[src/rtl/pwm_pkg.sv]
package pwm_pkg;
   typedef enum logic {
      DIR_UP   = 1'b0,
      DIR_DOWN = 1'b1
   } cnt_dir_e;
endpackage

[src/rtl/pwm_prescaler.sv]
module pwm_prescaler #(
   parameter int NSEL = 8
) (
   input  logic            clk,
   input  logic            rst_n,
   output logic [NSEL-1:0] tick
);
   localparam int CNTW = NSEL - 1;

   logic [CNTW-1:0] cnt;

   always_ff @(posedge clk) begin
      if (!rst_n) cnt <= '0;
      else        cnt <= cnt + 1'b1;
   end

   assign tick[0] = 1'b1;

   for (genvar e = 1; e < NSEL; e++) begin : g_tap
      assign tick[e] = &cnt[e-1:0];
      if (e >= 2) begin : g_nest
         // a slower tap only fires on a cycle where the next faster one fires
         a_r5_tick_nested: assert property (@(posedge clk) disable iff (!rst_n)
            tick[e] |-> tick[e-1]);
      end
   end
endmodule

[src/rtl/pwm_engine.sv]
module pwm_engine
   import pwm_pkg::*;
#(
   parameter int W = 8
) (
   input  logic         clk,
   input  logic         rst_n,
   input  logic         en,
   input  logic         tick,
   input  logic         center,
   input  logic [W-1:0] per_new,
   input  logic [W-1:0] dut_new,
   output logic         act
);
   logic [W-1:0] cnt, per_q, dut_q;
   cnt_dir_e     dir;
   logic         at_top, wrap;

   assign at_top = ({1'b0, cnt} + (W+1)'(1)) >= {1'b0, per_q};
   assign wrap   = center ? (dir == DIR_DOWN && cnt == '0) : at_top;

   always_ff @(posedge clk) begin
      if (!rst_n) begin
         cnt   <= '0;
         dir   <= DIR_UP;
         per_q <= '0;
         dut_q <= '0;
      end else if (!en) begin
         cnt   <= '0;
         dir   <= DIR_UP;
         per_q <= per_new;
         dut_q <= dut_new;
      end else if (tick) begin
         if (wrap) begin
            cnt   <= '0;
            dir   <= DIR_UP;
            per_q <= per_new;
            dut_q <= dut_new;
         end else if (center && dir == DIR_UP && at_top) begin
            dir <= DIR_DOWN;
         end else if (center && dir == DIR_DOWN) begin
            cnt <= cnt - 1'b1;
         end else begin
            cnt <= cnt + 1'b1;
         end
      end
   end

   assign act = en && (cnt < dut_q);

   // the counter never reaches the active period value
   a_r1_cnt_in_range: assert property (@(posedge clk) disable iff (!rst_n)
      (en && per_q != '0) |-> (cnt < per_q));

   // a running channel only swaps in new values at the end of a period
   a_r7_reload_at_end: assert property (@(posedge clk) disable iff (!rst_n)
      (en && $past(en) && (per_q != $past(per_q) || dut_q != $past(dut_q)))
         |-> $past(tick && wrap));
endmodule

[src/rtl/pwm_pair.sv]
module pwm_pair #(
   parameter int CW   = 8,
   parameter int NSEL = 8,
   localparam int SELW = $clog2(NSEL)
) (
   input  logic            clk,
   input  logic            rst_n,
   input  logic [1:0]      en,
   input  logic [1:0]      pol,
   input  logic [1:0]      center,
   input  logic            cat,
   input  logic [CW-1:0]   per_e,
   input  logic [CW-1:0]   per_o,
   input  logic [CW-1:0]   dut_e,
   input  logic [CW-1:0]   dut_o,
   input  logic [SELW-1:0] sel_e,
   input  logic [SELW-1:0] sel_o,
   input  logic [NSEL-1:0] ticks,
   output logic [1:0]      pin
);
   logic [2*CW-1:0] per_w, dut_w;
   logic            act_o, act_e;

   assign per_w = cat ? {per_e, per_o} : {{CW{1'b0}}, per_o};
   assign dut_w = cat ? {dut_e, dut_o} : {{CW{1'b0}}, dut_o};

   pwm_engine #(.W(2*CW)) u_odd (
      .clk(clk), .rst_n(rst_n), .en(en[1]), .tick(ticks[sel_o]),
      .center(center[1]), .per_new(per_w), .dut_new(dut_w), .act(act_o)
   );

   pwm_engine #(.W(CW)) u_even (
      .clk(clk), .rst_n(rst_n), .en(en[0] & ~cat), .tick(ticks[sel_e]),
      .center(center[0]), .per_new(per_e), .dut_new(dut_e), .act(act_e)
   );

   assign pin[1] = pol[1] ? act_o : ~act_o;
   assign pin[0] = cat ? 1'b0 : (pol[0] ? act_e : ~act_e);

   // the even engine stays quiet while the pair is joined
   a_r6_even_engine_idle: assert property (@(posedge clk) disable iff (!rst_n)
      cat |-> !act_e);
endmodule

[src/rtl/pwm_shutdown.sv]
module pwm_shutdown (
   input  logic clk,
   input  logic rst_n,
   input  logic sd_pin,
   input  logic clr_req,
   output logic flag,
   output logic force_idle
);
   logic [1:0] sync;

   always_ff @(posedge clk) begin
      if (!rst_n) begin
         sync <= '0;
         flag <= 1'b0;
      end else begin
         sync <= {sync[0], sd_pin};
         if (sync[1])      flag <= 1'b1;
         else if (clr_req) flag <= 1'b0;
      end
   end

   assign force_idle = sd_pin | flag;

   // a synchronised shutdown always leaves the flag set
   a_r9_flag_sets: assert property (@(posedge clk) disable iff (!rst_n)
      sync[1] |=> flag);

   // the flag only drops after the pin was seen low
   a_r10_clear_gated: assert property (@(posedge clk) disable iff (!rst_n)
      $fell(flag) |-> $past(!sync[1] && clr_req));
endmodule

[src/rtl/pwm_concat_gen.sv]
module pwm_concat_gen #(
   parameter  int NCH  = 8,
   parameter  int CW   = 8,
   parameter  int NSEL = 8,
   localparam int NPAIR = NCH / 2,
   localparam int SELW  = $clog2(NSEL),
   localparam int A_DUT = NCH,
   localparam int A_EN  = 2 * NCH,
   localparam int A_POL = A_EN + 1,
   localparam int A_CTR = A_EN + 2,
   localparam int A_CAT = A_EN + 3,
   localparam int A_IDL = A_EN + 4,
   localparam int A_CLR = A_EN + 5,
   localparam int A_SEL = A_EN + 6,
   localparam int NREG  = A_SEL + NCH,
   localparam int AW    = $clog2(NREG)
) (
   input  logic           clk,
   input  logic           rst_n,
   input  logic           wr_en,
   input  logic [AW-1:0]  wr_addr,
   input  logic [CW-1:0]  wr_data,
   input  logic           sd_pin,
   output logic [NCH-1:0] pwm_out,
   output logic           sd_flag
);
   if (NCH % 2 != 0) begin : g_bad_nch
      $error("NCH must be even");
   end
   if (NCH > CW) begin : g_bad_mask
      $error("channel masks must fit in one data word");
   end
   if ((1 << SELW) != NSEL || NSEL < 2) begin : g_bad_sel
      $error("NSEL must be a power of two, at least 2");
   end

   logic [CW-1:0]   per_q [NCH];
   logic [CW-1:0]   dut_q [NCH];
   logic [SELW-1:0] sel_q [NCH];
   logic [NCH-1:0]  en_q, pol_q, ctr_q, idle_q, raw;
   logic [NPAIR-1:0] cat_q;
   logic [NSEL-1:0] ticks;
   logic            clr_req, force_idle;

   always_ff @(posedge clk) begin
      if (!rst_n) begin
         for (int i = 0; i < NCH; i++) begin
            per_q[i] <= '0;
            dut_q[i] <= '0;
            sel_q[i] <= '0;
         end
         en_q   <= '0;
         pol_q  <= '1;
         ctr_q  <= '0;
         idle_q <= '0;
         cat_q  <= '0;
      end else if (wr_en) begin
         for (int i = 0; i < NCH; i++) begin
            if (int'(wr_addr) == i)         per_q[i] <= wr_data;
            if (int'(wr_addr) == A_DUT + i) dut_q[i] <= wr_data;
            if (int'(wr_addr) == A_SEL + i) sel_q[i] <= wr_data[SELW-1:0];
         end
         if (int'(wr_addr) == A_EN)  en_q   <= wr_data[NCH-1:0];
         if (int'(wr_addr) == A_POL) pol_q  <= wr_data[NCH-1:0];
         if (int'(wr_addr) == A_CTR) ctr_q  <= wr_data[NCH-1:0];
         if (int'(wr_addr) == A_IDL) idle_q <= wr_data[NCH-1:0];
         if (int'(wr_addr) == A_CAT) cat_q  <= wr_data[NPAIR-1:0];
      end
   end

   assign clr_req = wr_en && (int'(wr_addr) == A_CLR) && wr_data[0];

   pwm_prescaler #(.NSEL(NSEL)) u_presc (
      .clk(clk), .rst_n(rst_n), .tick(ticks)
   );

   for (genvar k = 0; k < NPAIR; k++) begin : g_pair
      pwm_pair #(.CW(CW), .NSEL(NSEL)) u_pair (
         .clk(clk), .rst_n(rst_n),
         .en(en_q[2*k+1:2*k]), .pol(pol_q[2*k+1:2*k]),
         .center(ctr_q[2*k+1:2*k]), .cat(cat_q[k]),
         .per_e(per_q[2*k]), .per_o(per_q[2*k+1]),
         .dut_e(dut_q[2*k]), .dut_o(dut_q[2*k+1]),
         .sel_e(sel_q[2*k]), .sel_o(sel_q[2*k+1]),
         .ticks(ticks), .pin(raw[2*k+1:2*k])
      );
   end

   pwm_shutdown u_sd (
      .clk(clk), .rst_n(rst_n), .sd_pin(sd_pin), .clr_req(clr_req),
      .flag(sd_flag), .force_idle(force_idle)
   );

   assign pwm_out = force_idle ? idle_q : raw;

   // a high shutdown pin shows the idle pattern on every pin
   a_r8_idle_forced: assert property (@(posedge clk) disable iff (!rst_n)
      sd_pin |-> (pwm_out == idle_q));

   // while the flag is held the pins cannot leave the idle pattern
   a_r9_flag_holds_idle: assert property (@(posedge clk) disable iff (!rst_n)
      sd_flag |-> (pwm_out == idle_q));
endmodule

[config.mk]
export PLATFORM = sky130hd
export DESIGN_NAME = pwm_concat_gen
export DESIGN_NICKNAME = d
export VERILOG_FILES = /design/src/rtl/pwm_pkg.sv /design/src/rtl/pwm_prescaler.sv /design/src/rtl/pwm_engine.sv /design/src/rtl/pwm_pair.sv /design/src/rtl/pwm_shutdown.sv /design/src/rtl/pwm_concat_gen.sv
export SDC_FILE = /design/constraint.sdc
export NUM_CORES = 1
export LEC_CHECK = 0
export ABC_AREA = 1
export BUFFER_PORTS_ARGS = -buffer_cell sky130_fd_sc_hd__buf_2
export CORE_MARGIN = 2
export CORE_UTILIZATION = 40
export DETAILED_ROUTE_END_ITERATION = 12
export PLACE_DENSITY_LB_ADDON = 0.3
export SYNTH_ARGS = -nofsm -noshare
export SYNTH_HDL_FRONTEND = slang
export SYNTH_HIERARCHICAL = 1
export SYNTH_SLANG_ARGS = --single-unit
export TNS_END_PERCENT = 5
[constraint.sdc]
create_clock -name clk -period 3.2 [get_ports clk]
set_input_delay 0.16 -clock clk [delete_from_list [all_inputs] [get_ports clk]]
set_output_delay 0.16 -clock clk [all_outputs]
set_load 0.03 [all_outputs]
[Word level (Yosys, flattened, before mapping)]
Memory sizes are Yosys's and may differ from the RTL's.
Index checks and enable logic that the tools add are counted.
Word-level totals
  bits in registers: 342
  RAM bits: 152
  bits of input ports: 17
  output and inout bits: 9
  word-level logic and storage cells: 553
  memories: 3
Memories
  dut_q: words 8, width 8, rd ports 8, clocked after Yosys merged registers in 0, wr ports 8, RTL line pwm_concat_gen.sv:38  | logic [CW-1:0] dut_q [NCH];
  per_q: words 8, width 8, rd ports 8, clocked after Yosys merged registers in 0, wr ports 8, RTL line pwm_concat_gen.sv:37  | logic [CW-1:0] per_q [NCH];
  sel_q: words 8, width 3, rd ports 8, clocked after Yosys merged registers in 0, wr ports 8, RTL line pwm_concat_gen.sv:39  | logic [SELW-1:0] sel_q [NCH];
Operators by class
  add/subtract/negate cells: 25
  $lt $le $gt $ge: 24
  eq/ne operators: 53
  multiplexer cells: 256
  bitwise logic cells: 49
  reductions and logical operators: 103
Operators with widths (count)
  $mux 16: 44
  $mux 8: 53
  $mux 1: 143
  $eq 5x5->1 const B: 16
  $reduce_and 2->1: 38
  $add 16x1->17 const B: 4
  $ge 17x16->1: 4
  $add 16x1->16 const B: 4
  $logic_not 16->1: 4
  $lt 16x16->1: 4
  $sub 16x1->16 const B: 4
  $logic_and 1x1->1: 42
  $eq 5x4->1 const B: 8
  $add 8x1->9 const B: 4
  $ge 9x8->1: 4
  $add 8x1->8 const B: 4
  $logic_not 8->1: 4
  $lt 3x4->1 const B: 8
  $lt 8x8->1: 4
  $ne 2x1->1 const B: 16
  $sub 8x1->8 const B: 4
  $or 1x1->1: 25
  $bmux 1 s3: 8
  $mux 3: 8
  13 further kinds: 53

[Longest topological paths before layout]
  word-level depth: 7
  depth in mapped cells: 24
  gate-level depth less buffers: 23

[Hierarchy]
The synthesis kept the hierarchy.
Modules (own cells, without submodules)
  pwm_engine at g_pair[0].u_pair.u_odd ...: instances 2, cells each 618, area each 4181.5 um^2, sequential area each 980.9 um^2
  pwm_concat_gen: instances 1, cells each 618, area each 7153.1 um^2, sequential area each 5285.1 um^2
  pwm_engine at g_pair[1].u_pair.u_odd: instances 1, cells each 668, area each 4160.2 um^2, sequential area each 980.9 um^2
  pwm_engine at g_pair[3].u_pair.u_odd: instances 1, cells each 626, area each 4146.5 um^2, sequential area each 980.9 um^2
  pwm_engine at g_pair[0].u_pair.u_even ...: instances 2, cells each 293, area each 2037.0 um^2, sequential area each 500.5 um^2
  pwm_engine at g_pair[3].u_pair.u_even: instances 1, cells each 293, area each 2039.5 um^2, sequential area each 500.5 um^2
  pwm_engine at g_pair[1].u_pair.u_even: instances 1, cells each 294, area each 2038.2 um^2, sequential area each 500.5 um^2
  pwm_pair: instances 4, cells each 87, area each 351.6 um^2, sequential area each 0.0 um^2
  pwm_prescaler: instances 1, cells each 49, area each 347.8 um^2, sequential area each 140.1 um^2
  pwm_shutdown: instances 1, cells each 13, area each 101.3 um^2, sequential area each 60.1 um^2

[Least setup slack after synthesis]
Ideal clock, no wire load.
  path kind: reg2reg
  start: reg g_pair[1].u_pair.u_odd.cnt[0]
  end: reg g_pair[1].u_pair.u_odd.cnt[6]
  library setup time: 0.128 ns
  arrival time: 2.979 ns
  required time: 3.072 ns
  setup slack: 0.094 ns
  stages on the path, launching flop included: 24
  buffers on the path: 1
  period minus slack after synthesis: 3.106 ns
  cell sequence: dfxtp_1 > ha_1 > nand2_1 > nor2_1 > nand2_1 > inv_1 > nand4_1 > nor4_1 > nand2_1 > xor2_1 > ha_1 > nand2_1 > inv_1 > nand2_1 > nor2_1 > nand2_1 > nand3_1 > nor2_1 > nand2_1 > a21oi_4 > buf_4 > nor2_1 > nor2_1 > nor2_1
Between the ends
  cells in the longest elaborated chain, start to end: 5
  elaborated cells between the ends (all ways): 13
  classes of those cells: add/sub: 3; order compare: 1; eq/ne: 1; mux: 4; reduce/logical: 4
RTL lines
  start, declared: RTL line pwm_engine.sv:15  | logic [W-1:0] cnt, per_q, dut_q;
  start signal, assigned: RTL line pwm_engine.sv:42  | cnt <= cnt - 1'b1;
  start signal, assigned: RTL line pwm_engine.sv:44  | cnt <= cnt + 1'b1;
  $add 16x1->17 or $logic_not 16->1 (tied branches): RTL line pwm_engine.sv:19, pwm_engine.sv:20
  $ge 17x16->1 or $logic_and 1x1->1 (tied branches): RTL line pwm_engine.sv:19, pwm_engine.sv:20
  $mux 1 or $logic_and 1x1->1 (tied branches): RTL line pwm_engine.sv:20, pwm_engine.sv:39
  $ne 2x2->1 (no source line)
  $reduce_and 2->1 (no source line)
Several ways; a longest one is shown, not always the timed one. The select of a mux whose other input is x is not followed.
A chain may end at the register's enable or synchronous reset.

[Worst setup path after layout]
  start: reg g_pair[1].u_pair.u_odd.cnt[1]
  end: reg g_pair[1].u_pair.u_odd.per_q[12]
Between the ends
  cells in the longest elaborated chain, start to end: 5
  elaborated cells between the ends (all ways): 7
  classes of those cells: add/sub: 1; order compare: 1; eq/ne: 1; mux: 1; reduce/logical: 3
RTL lines
  $add 16x1->17 or $logic_not 16->1 (tied branches): RTL line pwm_engine.sv:19, pwm_engine.sv:20
  $ge 17x16->1 or $logic_and 1x1->1 (tied branches): RTL line pwm_engine.sv:19, pwm_engine.sv:20
  $mux 1 (*): RTL line pwm_engine.sv:20  | assign wrap = center ? (dir == DIR_DOWN && cnt == '0) : at_top;
  $ne 2x1->1 (no source line) (*)
  $reduce_and 2->1 (no source line) (*)
  end signal, assigned: RTL line pwm_engine.sv:31  | per_q <= per_new;
  end signal, assigned: RTL line pwm_engine.sv:37  | per_q <= per_new;
  end, declared: RTL line pwm_engine.sv:15
Mark *: on every way between the ends. The rest lies on a longest branch, timed or not.

==> metrics.yaml <==
run_status:
  status: "complete, but fails checks"
  violations: "negative setup slack"
global_routing:
  antenna_found_initial: 6
  grt_pass1_vias: 27100
  grt_pass1_wl_um: 139000
  grt_max_degree: 82
  track_usage: 0.194
  grt-ovfl-total: 0
die:
  pin_count: 26
  row_count: 106
  dieWidth_um: 295
  dieArea_mm2: 0.0869
  initial_utilization: 0.404
  die_y_um: 295
  core_area_mm2: 0.0837
logic_synthesis:
  synth_top_family_by_area: "simple AND/OR/NAND/NOR gates"
  avgSynthCellArea_um2: 7.15
  yosysSeqAreaShare: 0.337
  synth_area_leader_cell: "dfxtp_1"
  yosys.area_share.simple: 0.332
  synth-seq-cells: 494
  synth_ff_type: "dfxtp_1"
  synth_nets: 5039
  synth_compound_area_frac: 0.0736
  synthAdderAreaFrac: 0.109
  async_flop_share: 0
  ys_warn_count: 6
  synthesis.area_mm2: 0.0338
  synth.distinct_cells: 51
  synth_area_leaders: "dfxtp_1, edfxtp_1, nand2_1"
  synthMuxAreaShare: 0.000333
  netlist_instances: 4731
  yosysTopAreaCellShare: 0.202
  synth_edf_count: 152
  synthXorXnorAreaFrac: 0.0352
timing:
  rsz0062_at_grt: "true"
  setup_viol: 33
  worst_slack_ns: -0.0846
  min_period_over_period: 1.03
  tightest_slew_ns: 0.802
  max_freq_mhz: 304
  hold_viol_final: 0
  drv_slew: 0
  finalCriticalPeriod_ns: 3.28
  fin_worst_skew_ns: 0.0252
  fin_tns_setup_ns: -1.97
  slew_headroom: 0.465
detailed_routing:
  wl_met3_um: 3910
  top_layer: "met5"
  antenna_left: 0
  drc: 0
  met2_length_um: 39300
  wl_per_cell_um: 14.3
  dr.pass1.iters: 5
  dr.first_iter.drc_count: 2062
  via_per_inst: 4.86
  routed_wl_um: 85700
  vias: 29100
  wl_met1_um: 40800
clock_network:
  cts_max_level: 2
  cts_tree: "done"
  cts_max_path_buffers: 3
  cts.sinks: 494
  clkSlewWorstSetupHoldPaths_ns: 0.06
  clk_latency_ns: 0.62
  cts_made_buffers: 55
  cts_root_buffer: "clkbuf_16"
cells_and_area:
  drive_above_1_share: 0.112
  area_growth_pct: 12.4
  stdcell_count: 5989
  fin_nets: 5113
place:
  dp_cells: 5852
  dpl_worst_slack_ns: 0.0172
  dpl.hpwl_um: 62400
  place_congestion: 0.883
  port_buffers: 25
power:
  p_seq_frac: 0.459
  netSwitchingPower_w: 0.00384
  power_w: 0.0149
  power.share.clock: 0.445
  pwr-share-comb: 0.096
  power.density_mw_per_mm2: 392
  internal-power_w: 0.0111
  peakVddDrop_mv: 0.416
  p_leak_nw: 18.2
  p_sw_frac: 0.258
hold_path:
  whs_path_depth: 4
  hold_path_class: "primary input to register"
setup_path:
  crit_path_end_kind: "register"
  required_ns: 3.69
  cp.arrival_ns: 3.78
  reg2reg_depth: 17
  start_kind: "register"
  worstPathMaxFanout: 6
  critPathKind: "register to register"
job:
  maxCapViolCount: 0
==> cell usage after synthesis, types with 13 or more instances <==
| master | number |
|---|---|
| a21o_1 | 13 |
| a21oi_1 | 322 |
| a31oi_1 | 14 |
| buf_1 | 14 |
| buf_2 | 47 |
| buf_4 | 16 |
| buf_6 | 38 |
| clkbuf_1 | 39 |
| dfxtp_1 | 342 |
| edfxtp_1 | 152 |
| ha_1 | 283 |
| inv_1 | 721 |
| inv_2 | 29 |
| nand2_1 | 1059 |
| nand2_2 | 17 |
| nand3_1 | 290 |
| nand3_2 | 136 |
| nand3b_1 | 14 |
| nand4_1 | 58 |
| nor2_1 | 776 |
| nor2_4 | 14 |
| nor3_1 | 32 |
| nor4_1 | 14 |
| o21ai_0 | 52 |
| xnor2_1 | 13 |
| xor2_1 | 123 |
==> power by group through the flow <==
stage	clock [W]	combinational, W	sequential, W
6_report	0.00663	0.00144	0.00683
3_3_place_gp	0	0.00134	0.00696
5_1_grt	0.00699	0.00160	0.00685
2_1_floorplan	0	0.00100	0.00691
3_5_place_dp	0	0.00136	0.00696
4_1_cts	0.00675	0.00139	0.00683
==> state kept, by name (all words and copies together), names as in the netlist <==
name,flops
u_sd/flag,1
g_pair.u_pair/u_even/dir,4
g_pair.u_pair/u_even/per_q,32
g_pair.u_pair/u_even/dut_q,32
cat_q,4
g_pair.u_pair/u_odd/dir,4
dut_q,64
sel_q,24
u_presc/cnt,7
g_pair.u_pair/u_odd/cnt,64
idle_q,8
pol_q,8
g_pair.u_pair/u_odd/per_q,64
g_pair.u_pair/u_even/cnt,32
per_q,64
u_sd/sync,2
en_q,8
g_pair.u_pair/u_odd/dut_q,64
ctr_q,8
==> placed cells by master, fill, tap and decap left out, types with 24 or more instances in the layout <==
master        n
xor2_1      123
nor2_1      765
ha_1        282
inv_2        29
edfxtp_1    152
clkbuf_16    60
inv_1       720
nand2_1    1055
dfxtp_1     334
nand3_2     148
buf_2        24
o21ai_0      51
a21oi_1     315
nor3_1       28
nand3_1     276
nand4_1      58
buf_4       100
==> path summary, 6_finish.rpt <==
path / slack [ns] / start / endpoint
worst max register to register: -0.08 / g_pair[1].u_pair/u_odd/cnt[1] / g_pair[1].u_pair/u_odd/per_q[12]
worst max-delay path: -0.08 / g_pair[1].u_pair/u_odd/cnt[1] / g_pair[1].u_pair/u_odd/per_q[12]
worst min-delay path: 0.04 / wr_addr[3] / cat_q[0]
worst min register to register: 0.42 / u_sd/sync[0] / u_sd/sync[1]
==> repair_timing <==
action	CTS	global route
pin swaps	0	28
hold endpoints to repair	63	0
setup endpoints to repair	34	202
gates resized for setup	3	63
buffers inserted	0	8
cloned	0	8
hold buffers	14	0
==> logic make-up (layout without fill, tap and decap cells) <==
kind of cell / Yosys count / count (layout)
other: 1 / 4
and+or+nand+nor: 2461 / 2462
xor gates and xnor gates: 136 / 136
muxes: 1 / 1
DFF: 494 / 494
AOI/OAI and AO/OA: 443 / 443
buffers and inverters: 904 / 1024
adders and majority gates: 291 / 291
==> worst max-delay path, cell delays in order, from the launching register on <==
cell and delay, ns:
dfxtp_2 0.36, buf_6 0.12, inv_4 0.04, nor3_4 0.20, nand3_2 0.14, nor3_4 0.23, nand3_2 0.13, nor3_2 0.19
xor2_1 0.10, ha_1 0.33, inv_1 0.06, nor4_1 0.28, nand2_1 0.18, nand3_4 0.17, nand3_4 0.19, clkbuf_16 0.24
a21oi_1 0.12, nor2_1 0.06
==> layer usage <==
metal	vias to the layer above	global-route usage
met5	-	0
met3	109	0.0227
met1	13300	0.270
met2	516	0.320
met4	8	0.0489
li1	15200	-
==> metrics by stage <==
step                      utilization  hold slack [ns]  area (um2)
after global routing            0.454           0.0461       38000
after floorplan                     -            0.253       33800
after detailed placement        0.424            0.405       35500
final                           0.454           0.0425       38000
after global placement          0.424            0.393       35500
after CTS                       0.449          0.00590       37500
==> layout make-up <==
class	instances	area (um2)
clock buffers	70	1460
well taps	1134	1420
clock inverters	34	405
multi-input cells	3334	18900
flip-flops and latches	494	11400
fillers	8406	45700
inverters	750	2820
diodes	3	7.51
repair buffers	170	1610
Power figures use the tool's default switching activity.
